### src/rtl/chan_seq_pkg.sv
// Package: shared types and constants for the channel sequencer.
// Assumes: channel index width is fixed by the top-level parameter.
package chan_seq_pkg;

    // Operating mode of the sequencer
    typedef enum logic {
        MODE_SWCTL = 1'b0,
        MODE_SCAN  = 1'b1
    } seq_mode_e;

    // Trigger source encoding on trig_sel
    localparam logic SRC_HW = 1'b0;
    localparam logic SRC_SW = 1'b1;

endpackage

### src/rtl/trig_qualify.sv
// Module: trig_qualify
// Picks the selected trigger source and produces a one-cycle qualified
// trigger. Hardware triggers count on their rising edge only; software
// triggers are assumed to already be single-cycle pulses.
module trig_qualify
    import chan_seq_pkg::*;
(
    input  logic clk,
    input  logic rst_n,
    input  logic src_sel,
    input  logic hw_trig,
    input  logic sw_trig,
    output logic trig_ok
);

    logic hw_prev_q;
    logic hw_rise;

    // Remember the previous hardware trigger level for edge detection
    always_ff @(posedge clk) begin
        if (!rst_n) hw_prev_q <= 1'b0;
        else        hw_prev_q <= hw_trig;
    end

    // Rising edge of the hardware trigger
    assign hw_rise = hw_trig & ~hw_prev_q;

    // Forward only the selected source
    always_comb begin
        if (src_sel == SRC_SW) trig_ok = sw_trig;
        else                   trig_ok = hw_rise;
    end

endmodule

### src/rtl/scan_mode_fsm.sv
// Module: scan_mode_fsm
// Two-state mode machine: software control or scan. Entering scan mode
// raises a load strobe for the channel counter; clearing the enable
// drops back to software control at the next edge.
module scan_mode_fsm
    import chan_seq_pkg::*;
(
    input  logic clk,
    input  logic rst_n,
    input  logic scan_en,
    output logic scan_q,
    output logic entry
);

    seq_mode_e mode_q;
    seq_mode_e mode_d;

    // Next-mode decision and entry strobe
    always_comb begin
        mode_d = mode_q;
        entry  = 1'b0;
        unique case (mode_q)
            MODE_SWCTL: begin
                if (scan_en) begin
                    mode_d = MODE_SCAN;
                    entry  = 1'b1;
                end
            end
            MODE_SCAN: begin
                if (!scan_en) mode_d = MODE_SWCTL;
            end
            default: mode_d = MODE_SWCTL;
        endcase
    end

    // Mode register
    always_ff @(posedge clk) begin
        if (!rst_n) mode_q <= MODE_SWCTL;
        else        mode_q <= mode_d;
    end

    assign scan_q = (mode_q == MODE_SCAN);

endmodule

### src/rtl/chan_counter.sv
// Module: chan_counter
// Channel counter with load, step and wrap. A step at or above the
// limit wraps to zero and registers a one-cycle wrap pulse.
// Assumes: load and step are never both meaningful in one cycle (load wins).
module chan_counter #(
    parameter int CH_W = 3
) (
    input  logic            clk,
    input  logic            rst_n,
    input  logic            load,
    input  logic [CH_W-1:0] load_val,
    input  logic            step,
    input  logic [CH_W-1:0] wrap_lim,
    output logic [CH_W-1:0] cnt_q,
    output logic            wrap_pulse
);

    logic at_limit;

    // Limit reached, including a start channel above the limit
    assign at_limit = (cnt_q >= wrap_lim);

    // Counter and wrap pulse registers
    always_ff @(posedge clk) begin
        if (!rst_n) begin
            cnt_q      <= '0;
            wrap_pulse <= 1'b0;
        end else begin
            wrap_pulse <= 1'b0;
            if (load) begin
                cnt_q <= load_val;
            end else if (step) begin
                if (at_limit) begin
                    cnt_q      <= '0;
                    wrap_pulse <= 1'b1;
                end else begin
                    cnt_q <= cnt_q + CH_W'(1);
                end
            end
        end
    end

endmodule

### src/rtl/chan_scan_seq.sv
// Module: chan_scan_seq (top)
// Selects the converter input channel: the static channel in software
// control, or a wrapping scan counter advanced by qualified triggers.
// Assumes: all inputs synchronous to clk; sw_trig is a one-cycle pulse.
module chan_scan_seq #(
    parameter int CH_W = 3
) (
    input  logic            clk,
    input  logic            rst_n,
    input  logic            scan_en,
    input  logic [CH_W-1:0] static_ch,
    input  logic [CH_W-1:0] wrap_lim,
    input  logic            diff_mode,
    input  logic            trig_sel,
    input  logic            hw_trig,
    input  logic            sw_trig,
    output logic [CH_W-1:0] chan_idx,
    output logic            chan_diff,
    output logic            loop_done
);

    logic            scan_q;
    logic            entry;
    logic            trig_ok;
    logic            step;
    logic [CH_W-1:0] cnt_q;

    trig_qualify u_trig (
        .clk     (clk),
        .rst_n   (rst_n),
        .src_sel (trig_sel),
        .hw_trig (hw_trig),
        .sw_trig (sw_trig),
        .trig_ok (trig_ok)
    );

    scan_mode_fsm u_fsm (
        .clk     (clk),
        .rst_n   (rst_n),
        .scan_en (scan_en),
        .scan_q  (scan_q),
        .entry   (entry)
    );

    // Advance only while scanning and still enabled
    assign step = scan_q & scan_en & trig_ok;

    chan_counter #(.CH_W(CH_W)) u_cnt (
        .clk        (clk),
        .rst_n      (rst_n),
        .load       (entry),
        .load_val   (static_ch),
        .step       (step),
        .wrap_lim   (wrap_lim),
        .cnt_q      (cnt_q),
        .wrap_pulse (loop_done)
    );

    // Output channel: scan counter while scanning, else static channel
    always_comb begin
        if (scan_q && scan_en) chan_idx = cnt_q;
        else                   chan_idx = static_ch;
    end

    assign chan_diff = diff_mode;

endmodule

### config.mk
export PLATFORM = sky130hd
export DESIGN_NAME = chan_scan_seq
export DESIGN_NICKNAME = d
export VERILOG_FILES = /design/src/rtl/chan_seq_pkg.sv /design/src/rtl/trig_qualify.sv /design/src/rtl/scan_mode_fsm.sv /design/src/rtl/chan_counter.sv /design/src/rtl/chan_scan_seq.sv
export SDC_FILE = /design/constraint.sdc
export NUM_CORES = 1
export LEC_CHECK = 0
export ABC_CLOCK_PERIOD_IN_PS = 1700
export BUFFER_PORTS_ARGS = -buffer_cell sky130_fd_sc_hd__buf_2
export CAP_MARGIN = 5
export CORE_AREA = 2 2 39 41
export DETAILED_ROUTE_END_ITERATION = 7
export DIE_AREA = 0 0 41 43
export PLACE_DENSITY = 0.55
export SLEW_MARGIN = 10
export SYNTH_ARGS = -nofsm -noshare
export SYNTH_HDL_FRONTEND = slang
export SYNTH_SLANG_ARGS = --single-unit
### constraint.sdc
create_clock -name clk -period 1.7 [get_ports clk]
set_input_delay 0.255 -clock clk [delete_from_list [all_inputs] [get_ports clk]]
set_output_delay 0.255 -clock clk [all_outputs]
set_load 0.01 [all_outputs]
==> flow_summary.ini, run 1 <==
[timing]
fmax_ghz = 0.683
tightest_slew_ps = 232
rsz0062_at_grt = false
period_needed_ps = 1460
tns_ps = 0
slew_viol_final = 0
setup_viol = 0
period_share = 0.861
hold_slack_ps = 246
hold_viol_final = 0
slew_headroom = 0.844
clock_skew_ps = 0.908

[clocking]
postCtsSetupRepairBufs = 0
clock-root-buffer = clkbuf_4
cts.repair.resized = 0
holdBufCountCts = 0
cts_tree = done
htree_num_levels = 1
cts_sinks = 6
clk-insertion-delay-late_ps = 240
clk_path_buf_depth = 2
numCtsBuffers = 3
clkTransAtPathRegs_ps = 40

[final_layout]
fin_util = 0.370
area_growth_pct = 27.4
layout.nets = 80
nFillCells = 150
final-seq-area_um2 = 120
fin_cells = 77
multiInputGateArea_um2 = 263
n_antenna_cell = 0
drive_above_1_share = 0.410

[die]
pin_count = 18
coreArea_mm2 = 0.00138
dieArea_mm2 = 0.00176
die_w_um = 41
die_h_um = 43
rows = 14
start_util = 0.290

[setup_path]
crit_end = u_cnt.cnt_q[2]
end_kind = flip-flop
worstReg2RegStart = u_cnt.cnt_q[0]
crit_path_max_fanout = 3
critPathRequiredTime_ps = 1870
critPathArrivalTime_ps = 1630
crit_start = u_cnt.cnt_q[0]
r2r-end = u_cnt.cnt_q[2]
crit_slowest_cell = dfxtp_1
start_kind = flip-flop
rrSetupSlack_ps = 240
reg2reg_depth = 6
crit_chain = inv_1 -> ha_1 -> nand2b_1 -> a311oi_1 -> o21ai_1 -> a31oi_1
critPathKind = flip-flop to flip-flop
max_stage_delay_ps = 340

[run]
cap_violations = 0

[synthesis]
synth.yosys.seq_area_share = 0.299
synth_nets = 61
syn_area_per_cell_um2 = 9.13
yosysUniqueCellTypes = 21
synth_cells = 44
synth-warning-count = 0
ys_ff_latch = 6
synth_area_um2 = 402

[drt]
drt_iter0_drc = 6
ant_nets = 0
routed_wl_um = 783
drc_errors = 0
vias = 369
dr.pass1.iters = 3
drt-wirelength-per-cell_um = 10.2
via_per_inst = 4.79

[status]
outcome = finished, final reports clean

[power]
irDropWorstVdd_mv = 0.398
p_leak_nw = 0.236
power_density_mw_per_mm2 = 732

[place]
gp_congestion = 0.720
hpwl_um = 636
io_buffers = 15
placed_cells = 74

[global_routing]
track_usage = 0.105
grt_max_degree = 7
grt_pass1_vias = 301
antenna_found_initial = 0
grt_pass1_wl_mm = 1.19
grt_overflow_total = 0

[min_path]
hp-class = input pin to flip-flop
==> metal layers <==
metal | share of wire | wire, um | vias up | global-route usage
met1 | 0.45 | 356 | 156 | 0.138
met4 | 0 | 0 | 0 | 0.0400
li1 | - | - | 196 | -
met5 | 0 | 0 | - | 0
met3 | 0.12 | 95 | 0 | 0.0785
met2 | 0.42 | 330 | 17 | 0.128
==> worst max-delay path: cells and delay by family, from the launching register on <==
kind / cells / cell delay (ps)
AOI/OAI and AO/OA: 3 / 520
DFF: 1 / 340
adders and majority gates: 1 / 260
and+or+nand+nor: 1 / 180
buffers and inverters: 1 / 80
==> flip-flops by register name, indices dropped and copies added, names as in the netlist <==
signal            flops
u_cnt.cnt_q           3
u_cnt.wrap_pulse      1
u_fsm.scan_q          1
u_trig.hw_prev_q      1
==> cell usage in the layout, fill, tap and decap left out, drive strengths merged <==
| cell type | synthesis | layout |
|---|---|---|
| a21o | 2 | 2 |
| nand3 | 2 | 2 |
| nand4b | 1 | 1 |
| a311oi | 1 | 1 |
| clkbuf | 0 | 3 |
| ha | 4 | 4 |
| nand2b | 2 | 2 |
| a21oi | 1 | 1 |
| nand2 | 6 | 6 |
| o21ai | 5 | 5 |
| buf | 1 | 15 |
| mux2 | 2 | 2 |
| nor2 | 1 | 1 |
| a31oi | 4 | 4 |
| and2 | 2 | 2 |
| inv | 3 | 3 |
| dfxtp | 6 | 6 |
| or3b | 1 | 1 |
==> worst min-delay path by stage <==
stage / slack, ps / to / from / depth (start not counted)
final: 250 / u_trig.hw_prev_q / hw_trig / 2
after global routing: 230 / u_trig.hw_prev_q / hw_trig / 2
after CTS: 240 / u_trig.hw_prev_q / hw_trig / 2
after detailed placement: 480 / u_cnt.cnt_q[0] / u_cnt.cnt_q[0] / 2
after global placement: 490 / u_cnt.cnt_q[0] / u_cnt.cnt_q[0] / 2
after floorplan: 370 / u_cnt.wrap_pulse / rst_n / 2
==> cells by family after synthesis <==
| kind of cell | count (synthesis) | synth area share |
|---|---|---|
| multiplexers | 2 | 0.0561 |
| buffers and inverters | 4 | 0.0467 |
| flip-flops | 6 | 0.299 |
| AO/OA/AOI/OAI | 13 | 0.262 |
| adder cells (fa/ha/maj) | 4 | 0.125 |
| AND/OR/NAND/NOR | 15 | 0.212 |
==> through the flow <==
| stage | total power, mW | cell area (um^2) | setup WS, ps |
|---|---|---|---|
| 2_1_floorplan | 0.222 | 402 | 330 |
| 3_3_place_gp | 0.248 | 489 | 241 |
| 3_5_place_dp | 0.249 | 489 | 217 |
| 4_1_cts | 0.383 | 512 | 223 |
| 5_1_grt | 0.407 | 512 | 99.0 |
| 6_report | 0.375 | 512 | 237 |
==> final cells by class <==
cell class / instances / share of cell area
Clock buffer: 3 / 0.0440
Inverter: 3 / 0.0220
Multi-Input combinational cell: 34 / 0.513
Sequential cell: 6 / 0.235
Tap cell: 16 / 0.0391
Timing Repair Buffer: 15 / 0.147
==> synth_stat cells, drive strengths merged <==
cell	n	area share
nand3	2	0.025
ha	4	0.12
inv	3	0.028
and2	2	0.034
dfxtp	6	0.30
nand2	6	0.062
a311oi	1	0.022
nand2b	2	0.031
a21oi	1	0.041
a31oi	4	0.10
nor2	1	0.0093
mux2	2	0.056
nand4b	1	0.022
o21ai	5	0.062
buf	1	0.019
a21o	2	0.037
or3b	1	0.028
==> power breakdown <==
group          switching, mW  internal (mW)
Combinational         0.0452         0.0441
Sequential           0.00658          0.150
Clock                 0.0492         0.0797
Power figures use the tool's default switching activity.
==> run 2: changes to the inputs <==
--- a/config.mk
+++ b/config.mk
@@ -8,10 +8,12 @@
 export ABC_CLOCK_PERIOD_IN_PS = 1700
 export BUFFER_PORTS_ARGS = -buffer_cell sky130_fd_sc_hd__buf_2
 export CAP_MARGIN = 5
-export CORE_AREA = 2 2 39 41
+export CELL_PAD_IN_SITES_DETAIL_PLACEMENT = 0
+export CELL_PAD_IN_SITES_GLOBAL_PLACEMENT = 1
+export CORE_MARGIN = 2
+export CORE_UTILIZATION = 30
 export DETAILED_ROUTE_END_ITERATION = 7
-export DIE_AREA = 0 0 41 43
-export PLACE_DENSITY = 0.55
+export PLACE_DENSITY = 0.72
 export SLEW_MARGIN = 10
 export SYNTH_ARGS = -nofsm -noshare
 export SYNTH_HDL_FRONTEND = slang
==> run 2 against run 1 <==
Fmax fell by 0.24%. Count of clock-buffer cells in the layout did not move. Cell count fell by 1.3%. Non-clock buffer count did not move. Critical endpoint unchanged. Largest cell class unchanged.
==> flow_summary.ini, run 2 (synthesis gave the netlist of run 1 again) <==
[status]
outcome = finished, final reports clean

[timing]
hold_viol_final = 0
rsz0062_at_grt = false
tightest_slew_ps = 219
setup_viol = 0
slew_headroom = 0.853
tns_ps = 0
clock_skew_ps = 3.01
slew_viol_final = 0
period_share = 0.863
hold_slack_ps = 248
period_needed_ps = 1470
fmax_ghz = 0.682

[final_layout]
layout.nets = 80
n_antenna_cell = 0
mostFrequentLayoutCell = buf_2
area_growth_pct = 27.1
top_register = u_cnt.cnt_q
largest_reg_flops = 3
layout_common_cells = buf_2, dfxtp_1, nand2_1
drive_above_1_share = 0.410

[die]
start_util = 0.317
die_w_um = 40.6
coreArea_mm2 = 0.00127
dieArea_mm2 = 0.00165
die_h_um = 40.6
pin_count = 18
rows = 13

[drt]
routed_wl_um = 799
vias = 379
drc_errors = 0
dr.pass1.iters = 4
drt-wirelength-per-cell_um = 10.5
via_per_inst = 4.99
drt_iter0_drc = 4
ant_nets = 0

[clocking]
clkTransAtPathRegs_ps = 50
cts_sinks = 6
clock-root-buffer = clkbuf_4
postCtsSetupRepairBufs = 0
numCtsBuffers = 3
clk-insertion-delay-late_ps = 240
holdBufCountCts = 0
cts_tree = done
cts.repair.resized = 0
htree_num_levels = 1
clk_path_buf_depth = 2

[global_routing]
grt_pass1_wl_mm = 1.26
grt_overflow_total = 0
grt_pass1_vias = 305
antenna_found_initial = 0
grt_max_degree = 7
track_usage = 0.125

[power]
power_density_mw_per_mm2 = 741
p_leak_nw = 0.236
irDropWorstVdd_mv = 0.418

[setup_path]
crit_path_max_fanout = 3
critPathKind = flip-flop to flip-flop
critPathArrivalTime_ps = 1640
critPathRequiredTime_ps = 1870
rrSetupSlack_ps = 230
reg2reg_depth = 6
start_kind = flip-flop
end_kind = flip-flop

[run]
cap_violations = 0

[place]
io_buffers = 15
hpwl_um = 636
gp_congestion = 0.703

[min_path]
hp-class = input pin to flip-flop
min_path_cells = 2
==> run 2: cell counts in the layout (fill, tap and decap cells not counted) <==
No cell type changed its count.
==> run 2: per-stage QoR <==
step | power, mW | area (um^2) | setup WS, ps | utilization | instances
floorplan | 0.222 | 402 | 330 | - | 44
CTS | 0.386 | 510 | 237 | 0.402 | 76
detailed placement | 0.249 | 488 | 207 | 0.385 | 73
global placement | 0.249 | 488 | 237 | 0.385 | 73
finish | 0.379 | 510 | 233 | 0.402 | 76
global route | 0.407 | 510 | 123 | 0.402 | 76
==> run 2: routing by layer <==
layer | track usage | vias to the layer above | part of all wire
li1 | - | 196 | -
met1 | 0.160 | 171 | 0.46
met2 | 0.171 | 12 | 0.46
met3 | 0.100 | 0 | 0.083
met4 | 0 | 0 | 0
met5 | 0 | - | 0
==> run 2: worst max-delay path, cell delays in order (launching register included) <==
cell and delay, ps:
dfxtp_1 350, inv_1 80, ha_1 260, nand2b_1 180, a311oi_1 280, o21ai_1 90
a31oi_1 160
==> run 2: layout make-up <==
| type | instances | area [um^2] |
|---|---|---|
| well taps | 15 | 18.8 |
| inverters | 3 | 11.3 |
| fillers | 138 | 758 |
| repair buffers | 15 | 75.1 |
| clock buffers | 3 | 22.5 |
| flip-flops and latches | 6 | 120 |
| multi-input cells | 34 | 263 |
==> run 2: worst paths after layout <==
kind | startpoint | end
max | u_cnt.cnt_q[0] | u_cnt.cnt_q[2]
min | hw_trig | u_trig.hw_prev_q
max reg2reg | u_cnt.cnt_q[0] | u_cnt.cnt_q[2]
min reg2reg | u_cnt.cnt_q[0] | u_cnt.cnt_q[0]
==> run 2: where the power goes <==
group          switching (mW)  internal [mW]
Sequential            0.00645          0.150
Combinational          0.0455         0.0440
Clock                  0.0529         0.0800
==> run 3: changes to the inputs <==
--- a/config.mk
+++ b/config.mk
@@ -13,7 +13,8 @@
 export CORE_MARGIN = 2
 export CORE_UTILIZATION = 30
 export DETAILED_ROUTE_END_ITERATION = 7
-export PLACE_DENSITY = 0.72
+export PLACE_DENSITY_LB_ADDON = 0.1
+export SKIP_LAST_GASP = 1
 export SLEW_MARGIN = 10
 export SYNTH_ARGS = -nofsm -noshare
 export SYNTH_HDL_FRONTEND = slang
==> run 3 against run 2 <==
Sequential share of layout area is the same. Core utilization unchanged. Count of clock-buffer cells in the layout unchanged. Sequential power hardly changed. Non-clock buffer count unchanged. Largest power group unchanged.
==> flow_summary.ini, run 3 (synthesis gave the netlist of run 1 again) <==
[status]
outcome = finished, final reports clean

[timing]
rsz0062_at_grt = false
tightest_slew_ps = 219
period_share = 0.869
tns_ps = 0
fin_ws_ps = 222
clock_skew_ps = 8.33
slew_viol_final = 0
hold_viol_final = 0
setup_viol = 0
fmax_ghz = 0.677
slew_headroom = 0.853
period_needed_ps = 1480

[final_layout]
fin_util = 0.402
top_register = u_cnt.cnt_q
final_area_um2 = 510
area_growth_pct = 27.1
layout.nets = 80
largest_reg_flops = 3
drive_above_1_share = 0.410
mostFrequentLayoutCell = buf_2
n_antenna_cell = 0
layout_common_cells = buf_2, dfxtp_1, nand2_1

[setup_path]
r2r-end = u_cnt.cnt_q[2]
crit_start = u_cnt.cnt_q[0]
end_kind = flip-flop
rrSetupSlack_ps = 220
crit_chain = inv_1 -> ha_1 -> nand2b_1 -> a311oi_1 -> o21ai_1 -> a31oi_1
critPathArrivalTime_ps = 1650
crit_slowest_cell = dfxtp_1
cp_num_buf_inv = 1
crit_family = compound AO/OA/AOI/OAI gates
worstReg2RegStart = u_cnt.cnt_q[0]
crit_path_max_fanout = 3
start_kind = flip-flop
critPathKind = flip-flop to flip-flop
reg2reg_depth = 6
critPathRequiredTime_ps = 1870
max_stage_delay_ps = 350

[place]
io_buffers = 15
hpwl_um = 690
post-place-ws_ps = 210
gp_congestion = 0.689
place_area_um2 = 488

[global_routing]
track_usage = 0.139
grt_pass1_vias = 350
grt_overflow_total = 0
grt_max_degree = 7
antenna_found_initial = 0
grt_pass1_wl_mm = 1.40

[clocking]
clk-insertion-delay-late_ps = 250
clkTransAtPathRegs_ps = 50
cts.repair.resized = 0
clock-root-buffer = clkbuf_4
numCtsBuffers = 3
htree_num_levels = 1
clk_path_buf_depth = 2
cts_tree = done
holdBufCountCts = 0
cts_sinks = 6
postCtsSetupRepairBufs = 0

[power]
power.total_uw = 380
p_leak_nw = 0.236
irDropWorstVdd_mv = 0.239
power_density_mw_per_mm2 = 745

[die]
die_h_um = 40.6
rows = 13
coreArea_mm2 = 0.00127
pin_count = 18
dieArea_mm2 = 0.00165
die_w_um = 40.6
start_util = 0.317

[min_path]
hp-start = hw_trig
hp-class = input pin to flip-flop
min_path_cells = 2
hold_end = u_trig.hw_prev_q

[drt]
via_per_inst = 4.70
drt_iter0_drc = 3
ant_nets = 0
dr.pass1.iters = 4
drc_errors = 0
drt-wirelength-per-cell_um = 11.2
vias = 357
routed_wl_um = 853

[run]
cap_violations = 0
[run 3: cell counts in the layout (fill, tap and decap cells not counted)]
Identical to the previous run, type by type.
[run 3: metrics by stage]
| step | cells | hold slack [ps] |
|---|---|---|
| finish | 76 | 245 |
| global route | 76 | 232 |
| CTS | 76 | 238 |
| detailed placement | 73 | 485 |
| global placement | 73 | 488 |
| floorplan | 44 | 369 |
[run 3: metal layers]
layer  share of wire  GRT usage  routed length (um)  up-vias
met5               0          0                   0        -
met2            0.48      0.210                 413       11
li1                -          -                   -      193
met3           0.073     0.0667                  62        0
met1            0.44      0.149                 378      153
met4               0      0.100                   0        0
[run 3: worst max-delay path by stage]
stage | to | slack, ps | cells past startpoint
2_1_floorplan | u_cnt.cnt_q[2] | 330 | 6
3_3_place_gp | u_cnt.cnt_q[2] | 190 | 7
3_5_place_dp | u_cnt.cnt_q[2] | 210 | 7
4_1_cts | u_cnt.cnt_q[2] | 220 | 6
5_1_grt | u_cnt.cnt_q[2] | 90 | 6
6_report | u_cnt.cnt_q[2] | 220 | 6
[run 3: layout make-up]
class,instances,area (um^2)
inverters,3,11.3
flip-flops and latches,6,120
clock buffers,3,22.5
multi-input cells,34,263
repair buffers,15,75.1
fillers,134,758
well taps,15,18.8
[run 3: where the power goes]
group | internal [mW] | switching [mW] | total, mW
logic | 0.0441 | 0.0460 | 0.0902
registers | 0.150 | 0.00621 | 0.156
clock network | 0.0801 | 0.0544 | 0.135
[run 3: worst reg2reg max path, delay by kind of cell (launching register included)]
family | cells | cell delay [ps]
compound gates | 3 | 530
fa+ha+maj | 1 | 260
buf+inv | 1 | 80
flops | 1 | 350
simple gates | 1 | 190
